**src/rtl/fh_ctrl_pkg.sv**
```systemverilog
package fh_ctrl_pkg;

    typedef enum logic [2:0] {
        PH_HWY_GO,
        PH_HWY_WARN,
        PH_TO_FARM,
        PH_FARM_GO,
        PH_FARM_WARN,
        PH_TO_HWY
    } phase_e;

    typedef struct packed {
        logic red;
        logic yellow;
        logic green;
    } lamp_t;

    typedef struct packed {
        phase_e phase;
        lamp_t  hwy;
        lamp_t  farm;
        logic   load;
        logic   sel_long;
        logic   sel_short;
    } seq_reg_t;

    function automatic lamp_t hwy_lamps(phase_e ph);
        lamp_t l;
        l = '{red: 1'b1, yellow: 1'b0, green: 1'b0};
        if (ph == PH_HWY_GO)   l = '{red: 1'b0, yellow: 1'b0, green: 1'b1};
        if (ph == PH_HWY_WARN) l = '{red: 1'b0, yellow: 1'b1, green: 1'b0};
        return l;
    endfunction

    function automatic lamp_t farm_lamps(phase_e ph);
        lamp_t l;
        l = '{red: 1'b1, yellow: 1'b0, green: 1'b0};
        if (ph == PH_FARM_GO)   l = '{red: 1'b0, yellow: 1'b0, green: 1'b1};
        if (ph == PH_FARM_WARN) l = '{red: 1'b0, yellow: 1'b1, green: 1'b0};
        return l;
    endfunction

endpackage

```
**src/rtl/fh_sync.sv**
```systemverilog
module fh_sync #(
    parameter int STAGES = 2
) (
    input  logic clk,
    input  logic rst_n,
    input  logic d_async,
    output logic q_sync
);
    logic [STAGES-1:0] sr_d, sr_q;

    always_comb begin
        sr_d = {sr_q[STAGES-2:0], d_async};
    end

    always_ff @(posedge clk or negedge rst_n) begin
        if (!rst_n) sr_q <= '0;
        else        sr_q <= sr_d;
    end

    assign q_sync = sr_q[STAGES-1];
endmodule

```
**src/rtl/fh_prescale.sv**
```systemverilog
module fh_prescale #(
    parameter int DIV = 13100
) (
    input  logic clk,
    input  logic rst_n,
    input  logic restart,
    output logic tick
);
    localparam int PW = (DIV > 2) ? $clog2(DIV) : 1;
    localparam logic [PW-1:0] LAST = PW'(DIV - 1);

    logic [PW-1:0] cnt_d, cnt_q;

    assign tick = (cnt_q == LAST);

    always_comb begin
        cnt_d = cnt_q + 1'b1;
        if (tick)    cnt_d = '0;
        if (restart) cnt_d = '0;
    end

    always_ff @(posedge clk or negedge rst_n) begin
        if (!rst_n) cnt_q <= '0;
        else        cnt_q <= cnt_d;
    end
endmodule

```
**src/rtl/fh_interval_timer.sv**
```systemverilog
module fh_interval_timer #(
    parameter int CNT_W      = 4,
    parameter int CNT_STAGES = 2,
    parameter int LONG_SEC   = 30,
    parameter int SHORT_SEC  = 5
) (
    input  logic clk,
    input  logic rst_n,
    input  logic load,
    input  logic sel_long,
    input  logic sel_short,
    input  logic tick,
    output logic done
);
    localparam int TOT_W = CNT_W * CNT_STAGES;
    localparam logic [TOT_W-1:0] LONG_VAL  = TOT_W'(LONG_SEC);
    localparam logic [TOT_W-1:0] SHORT_VAL = TOT_W'(SHORT_SEC);

    logic [TOT_W-1:0]      all_q;
    logic [TOT_W-1:0]      load_val;
    logic [CNT_STAGES:0]   low_zero;

    assign load_val    = ({TOT_W{sel_long}} & LONG_VAL) | ({TOT_W{sel_short}} & SHORT_VAL);
    assign low_zero[0] = 1'b1;
    assign done        = (all_q == '0);

    for (genvar gi = 0; gi < CNT_STAGES; gi++) begin : g_stage
        logic [CNT_W-1:0] nib_d, nib_q;

        assign all_q[gi*CNT_W +: CNT_W] = nib_q;
        assign low_zero[gi+1]           = low_zero[gi] && (nib_q == '0);

        always_comb begin
            nib_d = nib_q;
            if (load)                              nib_d = load_val[gi*CNT_W +: CNT_W];
            else if (tick && !done && low_zero[gi]) nib_d = nib_q - 1'b1;
        end

        always_ff @(posedge clk or negedge rst_n) begin
            if (!rst_n) nib_q <= LONG_VAL[gi*CNT_W +: CNT_W];
            else        nib_q <= nib_d;
        end
    end
endmodule

```
**src/rtl/fh_sequencer.sv**
```systemverilog
module fh_sequencer
    import fh_ctrl_pkg::*;
(
    input  logic     clk,
    input  logic     rst_n,
    input  logic     car_waiting,
    input  logic     interval_done,
    output seq_reg_t seq
);
    seq_reg_t cur_q, nxt_d;
    logic     expired;

    localparam seq_reg_t RESET_VAL = '{
        phase:     PH_HWY_GO,
        hwy:       '{red: 1'b0, yellow: 1'b0, green: 1'b1},
        farm:      '{red: 1'b1, yellow: 1'b0, green: 1'b0},
        load:      1'b0,
        sel_long:  1'b0,
        sel_short: 1'b0
    };

    // the done flag is stale during the cycle in which the load is still pending
    assign expired = interval_done && !cur_q.load;

    always_comb begin
        nxt_d           = cur_q;
        nxt_d.load      = 1'b0;
        nxt_d.sel_long  = 1'b0;
        nxt_d.sel_short = 1'b0;
        unique case (cur_q.phase)
            PH_HWY_GO: if (expired && car_waiting) begin
                nxt_d.phase     = PH_HWY_WARN;
                nxt_d.load      = 1'b1;
                nxt_d.sel_short = 1'b1;
            end
            PH_HWY_WARN: if (expired) nxt_d.phase = PH_TO_FARM;
            PH_TO_FARM: begin
                nxt_d.phase    = PH_FARM_GO;
                nxt_d.load     = 1'b1;
                nxt_d.sel_long = 1'b1;
            end
            PH_FARM_GO: if (expired) begin
                nxt_d.phase     = PH_FARM_WARN;
                nxt_d.load      = 1'b1;
                nxt_d.sel_short = 1'b1;
            end
            PH_FARM_WARN: if (expired) nxt_d.phase = PH_TO_HWY;
            PH_TO_HWY: begin
                nxt_d.phase    = PH_HWY_GO;
                nxt_d.load     = 1'b1;
                nxt_d.sel_long = 1'b1;
            end
            default: nxt_d.phase = PH_HWY_GO;
        endcase
        nxt_d.hwy  = hwy_lamps(nxt_d.phase);
        nxt_d.farm = farm_lamps(nxt_d.phase);
    end

    always_ff @(posedge clk or negedge rst_n) begin
        if (!rst_n) cur_q <= RESET_VAL;
        else        cur_q <= nxt_d;
    end

    assign seq = cur_q;
endmodule

```
**src/rtl/farm_hwy_ctrl.sv**
```systemverilog
module farm_hwy_ctrl
    import fh_ctrl_pkg::*;
#(
    parameter int TICK_DIV    = 13100,
    parameter int LONG_SEC    = 30,
    parameter int SHORT_SEC   = 5,
    parameter int CNT_W       = 4,
    parameter int CNT_STAGES  = 2,
    parameter int SYNC_STAGES = 2
) (
    input  logic clk,
    input  logic rst_n,
    input  logic farm_sensor_async,
    output logic hwy_red,
    output logic hwy_yellow,
    output logic hwy_green,
    output logic farm_red,
    output logic farm_yellow,
    output logic farm_green,
    output logic start_long,
    output logic start_short,
    output logic load_cnt
);
    seq_reg_t seq;
    logic     car_sync;
    logic     sec_tick;
    logic     ivl_done;

    fh_sync #(.STAGES(SYNC_STAGES)) u_sync (
        .clk     (clk),
        .rst_n   (rst_n),
        .d_async (farm_sensor_async),
        .q_sync  (car_sync)
    );

    fh_prescale #(.DIV(TICK_DIV)) u_pre (
        .clk     (clk),
        .rst_n   (rst_n),
        .restart (seq.load),
        .tick    (sec_tick)
    );

    fh_interval_timer #(
        .CNT_W      (CNT_W),
        .CNT_STAGES (CNT_STAGES),
        .LONG_SEC   (LONG_SEC),
        .SHORT_SEC  (SHORT_SEC)
    ) u_timer (
        .clk       (clk),
        .rst_n     (rst_n),
        .load      (seq.load),
        .sel_long  (seq.sel_long),
        .sel_short (seq.sel_short),
        .tick      (sec_tick),
        .done      (ivl_done)
    );

    fh_sequencer u_seq (
        .clk           (clk),
        .rst_n         (rst_n),
        .car_waiting   (car_sync),
        .interval_done (ivl_done),
        .seq           (seq)
    );

    assign hwy_red     = seq.hwy.red;
    assign hwy_yellow  = seq.hwy.yellow;
    assign hwy_green   = seq.hwy.green;
    assign farm_red    = seq.farm.red;
    assign farm_yellow = seq.farm.yellow;
    assign farm_green  = seq.farm.green;
    assign start_long  = seq.sel_long;
    assign start_short = seq.sel_short;
    assign load_cnt    = seq.load;
endmodule

```
**config.mk**
```make
export PLATFORM = sky130hd
export DESIGN_NAME = farm_hwy_ctrl
export DESIGN_NICKNAME = d
export VERILOG_FILES = /design/src/rtl/fh_ctrl_pkg.sv /design/src/rtl/fh_sync.sv /design/src/rtl/fh_prescale.sv /design/src/rtl/fh_interval_timer.sv /design/src/rtl/fh_sequencer.sv /design/src/rtl/farm_hwy_ctrl.sv
export SDC_FILE = /design/constraint.sdc
export NUM_CORES = 1
export LEC_CHECK = 0
export BUFFER_PORTS_ARGS = -buffer_cell sky130_fd_sc_hd__buf_4
export CORE_ASPECT_RATIO = 1.5
export CORE_MARGIN = 5
export CORE_UTILIZATION = 53
export CTS_CLUSTER_DIAMETER = 150
export DETAILED_ROUTE_END_ITERATION = 8
export PLACE_DENSITY = 0.81
export SYNTH_ARGS = -nofsm -noshare
export SYNTH_HDL_FRONTEND = slang
export SYNTH_HIERARCHICAL = 1
export SYNTH_SLANG_ARGS = --single-unit
```
**constraint.sdc**
```tcl
create_clock -name clk -period 2 [get_ports clk]
set_input_delay 0.4 -clock clk [delete_from_list [all_inputs] [get_ports clk]]
set_output_delay 0.4 -clock clk [all_outputs]
set_load 0.1 [all_outputs]
```
==> run metrics <==
FF-to-FF Start=u_pre/cnt_q[0]$_DFF_PN0_; worst setup path end=u_timer/g_stage[0].nib_q[3]$_DFFE_PN1P_; Max clock buf depth=2; max frequency=between 400 and 500 MHz; kind of cell adding the most delay to the critical path=simple AND/OR/NAND/NOR gates; Tot GR Track Use=about 18%; clock share of power=between 10% and 20%; post-synth design cell area=1858 um^2; vias per cell=~5.7; Post-synth EDFFs=0; Cell Pwr Density=around 1500 nW/um^2; failing checks=negative setup slack; Req. time, crit path=2.22 ns; grt total ovfl=0; die width=between 50 and 60 um; Hold Violations, Final=0; worst r2r path cells=6; critical path's slowest cell=or4b_4; Final Max Slew Viols=0; Netlist cell types=50; Syn-to-layout area delta=20.07%; CTS tree=built; share of post-route cells with drive strength above 1=between 30% and 40%; CTS root buf=clkbuf_8; DR iter-0 viols=around 80; CP Launch Point=u_pre/cnt_q[0]$_DFF_PN0_; max incr delay on CP=0.50 ns; die area=a little under 5000 um^2; Hold Buf Count CTS=0; Clk Latency, worst-skew pair=slightly below 0.3 ns; r2r endpoint=u_timer/g_stage[0].nib_q[3]$_DFFE_PN1P_; clock buffer count from CTS=5; Residual DRC=0; VDD IR max=0.001156 V; Tightest Hold Check Type=input port to asynchronous set/reset pin; Routed WL per cell=15.61 um; Power, Total=3.322 mW; DR pass1 iterations=4; Synth Area per Inst=slightly above 10 um^2; Synth Instances=approximately 180; Layout Skew=0.005799 ns; Crit Path Category=flop to flop; yosys warns=6; Worst-path clk slew=approximately 0.08 ns; final WL=between 4000 and 5000 um; CP Depth=6; RSZ-0062 raised after global routing=yes; number of routed nets with antenna violations=0; Reg2Reg Setup Slack=-0.04 ns; io pins=12; Worst EP arrival=between 2 and 2.5 ns; Comb power frac=49.4%; CP Buf/Inv Count=0; setup_tns=-0.04252 ns; status=finished, violations left; Post-synth ARST share=between 90% and 100%; nets=220; CP startpoint kind=flop; Pint=between 1.5 and 2 mW; Net Count, Synth=190; total of max-cap violations=0; first-pass GRT wire length=6610 um; Pleak=0.9712 nW; worst slack, placed=-0.005536 ns; # port buffers=11; setup ws final=-0.04252 ns; Worst Tran Pin Value=roughly 0.45 ns; vias post-DR=between 1000 and 1500; Ant. Diodes=0; Clock H-tree levels=2; initial antenna violation count=0; CP Max Fanout=3; DIE HEIGHT=82.52 um; Reg power frac=between 30% and 40%; DP HPWL=2632 um; vias in the first global route=roughly 1500; CORE AREA=between 3000 and 4000 um^2; slew margin rel.=a little over two thirds; P_sw=~1.5 mW; clock sinks=36; register area share after synthesis=around half; Core Rows=26; crit end category=flop; final core occ=65.94%; Initial Util=roughly 55%; Final setup viols=1; flops & latches, synth=36; period utilization=102.1%; CP Cell Sequence=ha_2 > nand4bb_1 > nor4_4 > or4b_4 > a211o_1 > a21boi_1; Tmin final=a little over 2 ns; gpl congestion=~0.87; Switching Fraction=~46%; largest net degree at the start of global routing=37; Main synth FF type=dfrtp_1
logic make-up after synthesis:
kind of cell,count (synthesis),share of synthesized area (%)
and+or+nand+nor,85,27.95
DFF,36,48.89
AOI/OAI and AO/OA,31,10.64
buffers and inverters,17,4.849
xor gates and xnor gates,12,5.657
adders and majority gates,3,2.020
area by class of cell:
cell class | instances | area (um^2)
multi-input combinational | 131 | 908.4
clock inverter | 3 | 18.77
inverter | 7 | 26.28
clock buffer | 5 | 68.82
fill | 278 | 1152
tap | 42 | 52.55
timing repair buffer | 33 | 247.7
sequential | 36 | 908.4
worst min path at each step:
stage	start	end	slack (ns)	cells after the start
2_1_floorplan	rst_n	u_pre/cnt_q[0]$_DFF_PN0_	0.10	0
3_3_place_gp	u_sync/sr_q[0]$_DFF_PN0_	u_sync/sr_q[1]$_DFF_PN0_	0.33	0
3_5_place_dp	u_sync/sr_q[0]$_DFF_PN0_	u_sync/sr_q[1]$_DFF_PN0_	0.34	0
4_1_cts	rst_n	u_timer/g_stage[1].nib_q[3]$_DFFE_PN0P_	0.06	1
5_1_grt	rst_n	u_timer/g_stage[1].nib_q[1]$_DFFE_PN0P_	0.07	1
6_report	rst_n	u_timer/g_stage[1].nib_q[3]$_DFFE_PN0P_	0.05	1
placed cells by master (no fill, tap or decap), types with 4 or more instances in the layout:
| cell type | n |
|---|---|
| a21oi_1 | 10 |
| buf_4 | 33 |
| clkbuf_8 | 5 |
| dfrtp_1 | 30 |
| dfstp_2 | 6 |
| inv_1 | 7 |
| nand2_1 | 13 |
| nand3_1 | 7 |
| nand4_1 | 4 |
| nor2_1 | 19 |
| nor2_2 | 4 |
| nor3_1 | 5 |
| o211ai_1 | 5 |
| o21ai_0 | 7 |
| xnor2_1 | 9 |
what timing repair did:
| item | in CTS | in global routing |
|---|---|---|
| pin swaps | 0 | 2 |
| resized for setup | 3 | 6 |
| endpoints found under the setup margin | 3 | 10 |
| buffers inserted | 0 | 5 |
metal layers:
layer	share of wire [%]	GRT usage (%)
met1	40	20.30
met5	0	0
met2	55	31.77
met4	1.5	8.353
met3	3.4	4.199
cells in the mapped netlist, types with 3 or more instances:
| cell type | count | area [um^2] |
|---|---|---|
| nand2b_1 | 3 | 18.77 |
| buf_2 | 3 | 15.01 |
| o211ai_1 | 5 | 37.54 |
| a21oi_1 | 10 | 50.05 |
| nand3_1 | 7 | 35.03 |
| nand4_1 | 4 | 25.02 |
| dfstp_2 | 6 | 157.7 |
| nor2_2 | 4 | 25.02 |
| xnor2_1 | 9 | 78.83 |
| clkbuf_1 | 3 | 11.26 |
| inv_1 | 7 | 26.28 |
| dfrtp_1 | 30 | 750.7 |
| o21ai_0 | 7 | 35.03 |
| ha_1 | 3 | 37.54 |
| nor2_1 | 20 | 75.07 |
| nor3_1 | 5 | 25.02 |
| nand2_1 | 13 | 48.80 |
| xor2_1 | 3 | 26.28 |
metrics by stage:
stage | cells | cell area, um^2 | hold WS (ns)
5_1_grt | 257 | 2231 | 0.07398
6_report | 257 | 2231 | 0.04613
4_1_cts | 252 | 2161 | 0.06351
2_1_floorplan | 184 | 1864 | 0.1044
3_5_place_dp | 244 | 2063 | 0.3413
3_3_place_gp | 244 | 2063 | 0.3349
sequential cells by signal, summed over array words and instances (netlist names):
register / flops
u_pre/cnt_q: 14
u_seq/seq: 12
u_sync/sr_q: 2
u_timer/g_stage.nib_q: 8
power by group through the flow:
stage	Clock (mW)	Sequential, mW	Combinational [mW]
after floorplan	0	1.61	0.665
after global placement	0	1.14	1.45
after detailed placement	0	1.16	1.51
after CTS	0.524	1.15	1.53
after global routing	0.560	1.20	1.75
final	0.510	1.17	1.64
No activity file was read; power rests on OpenSTA's default activity.
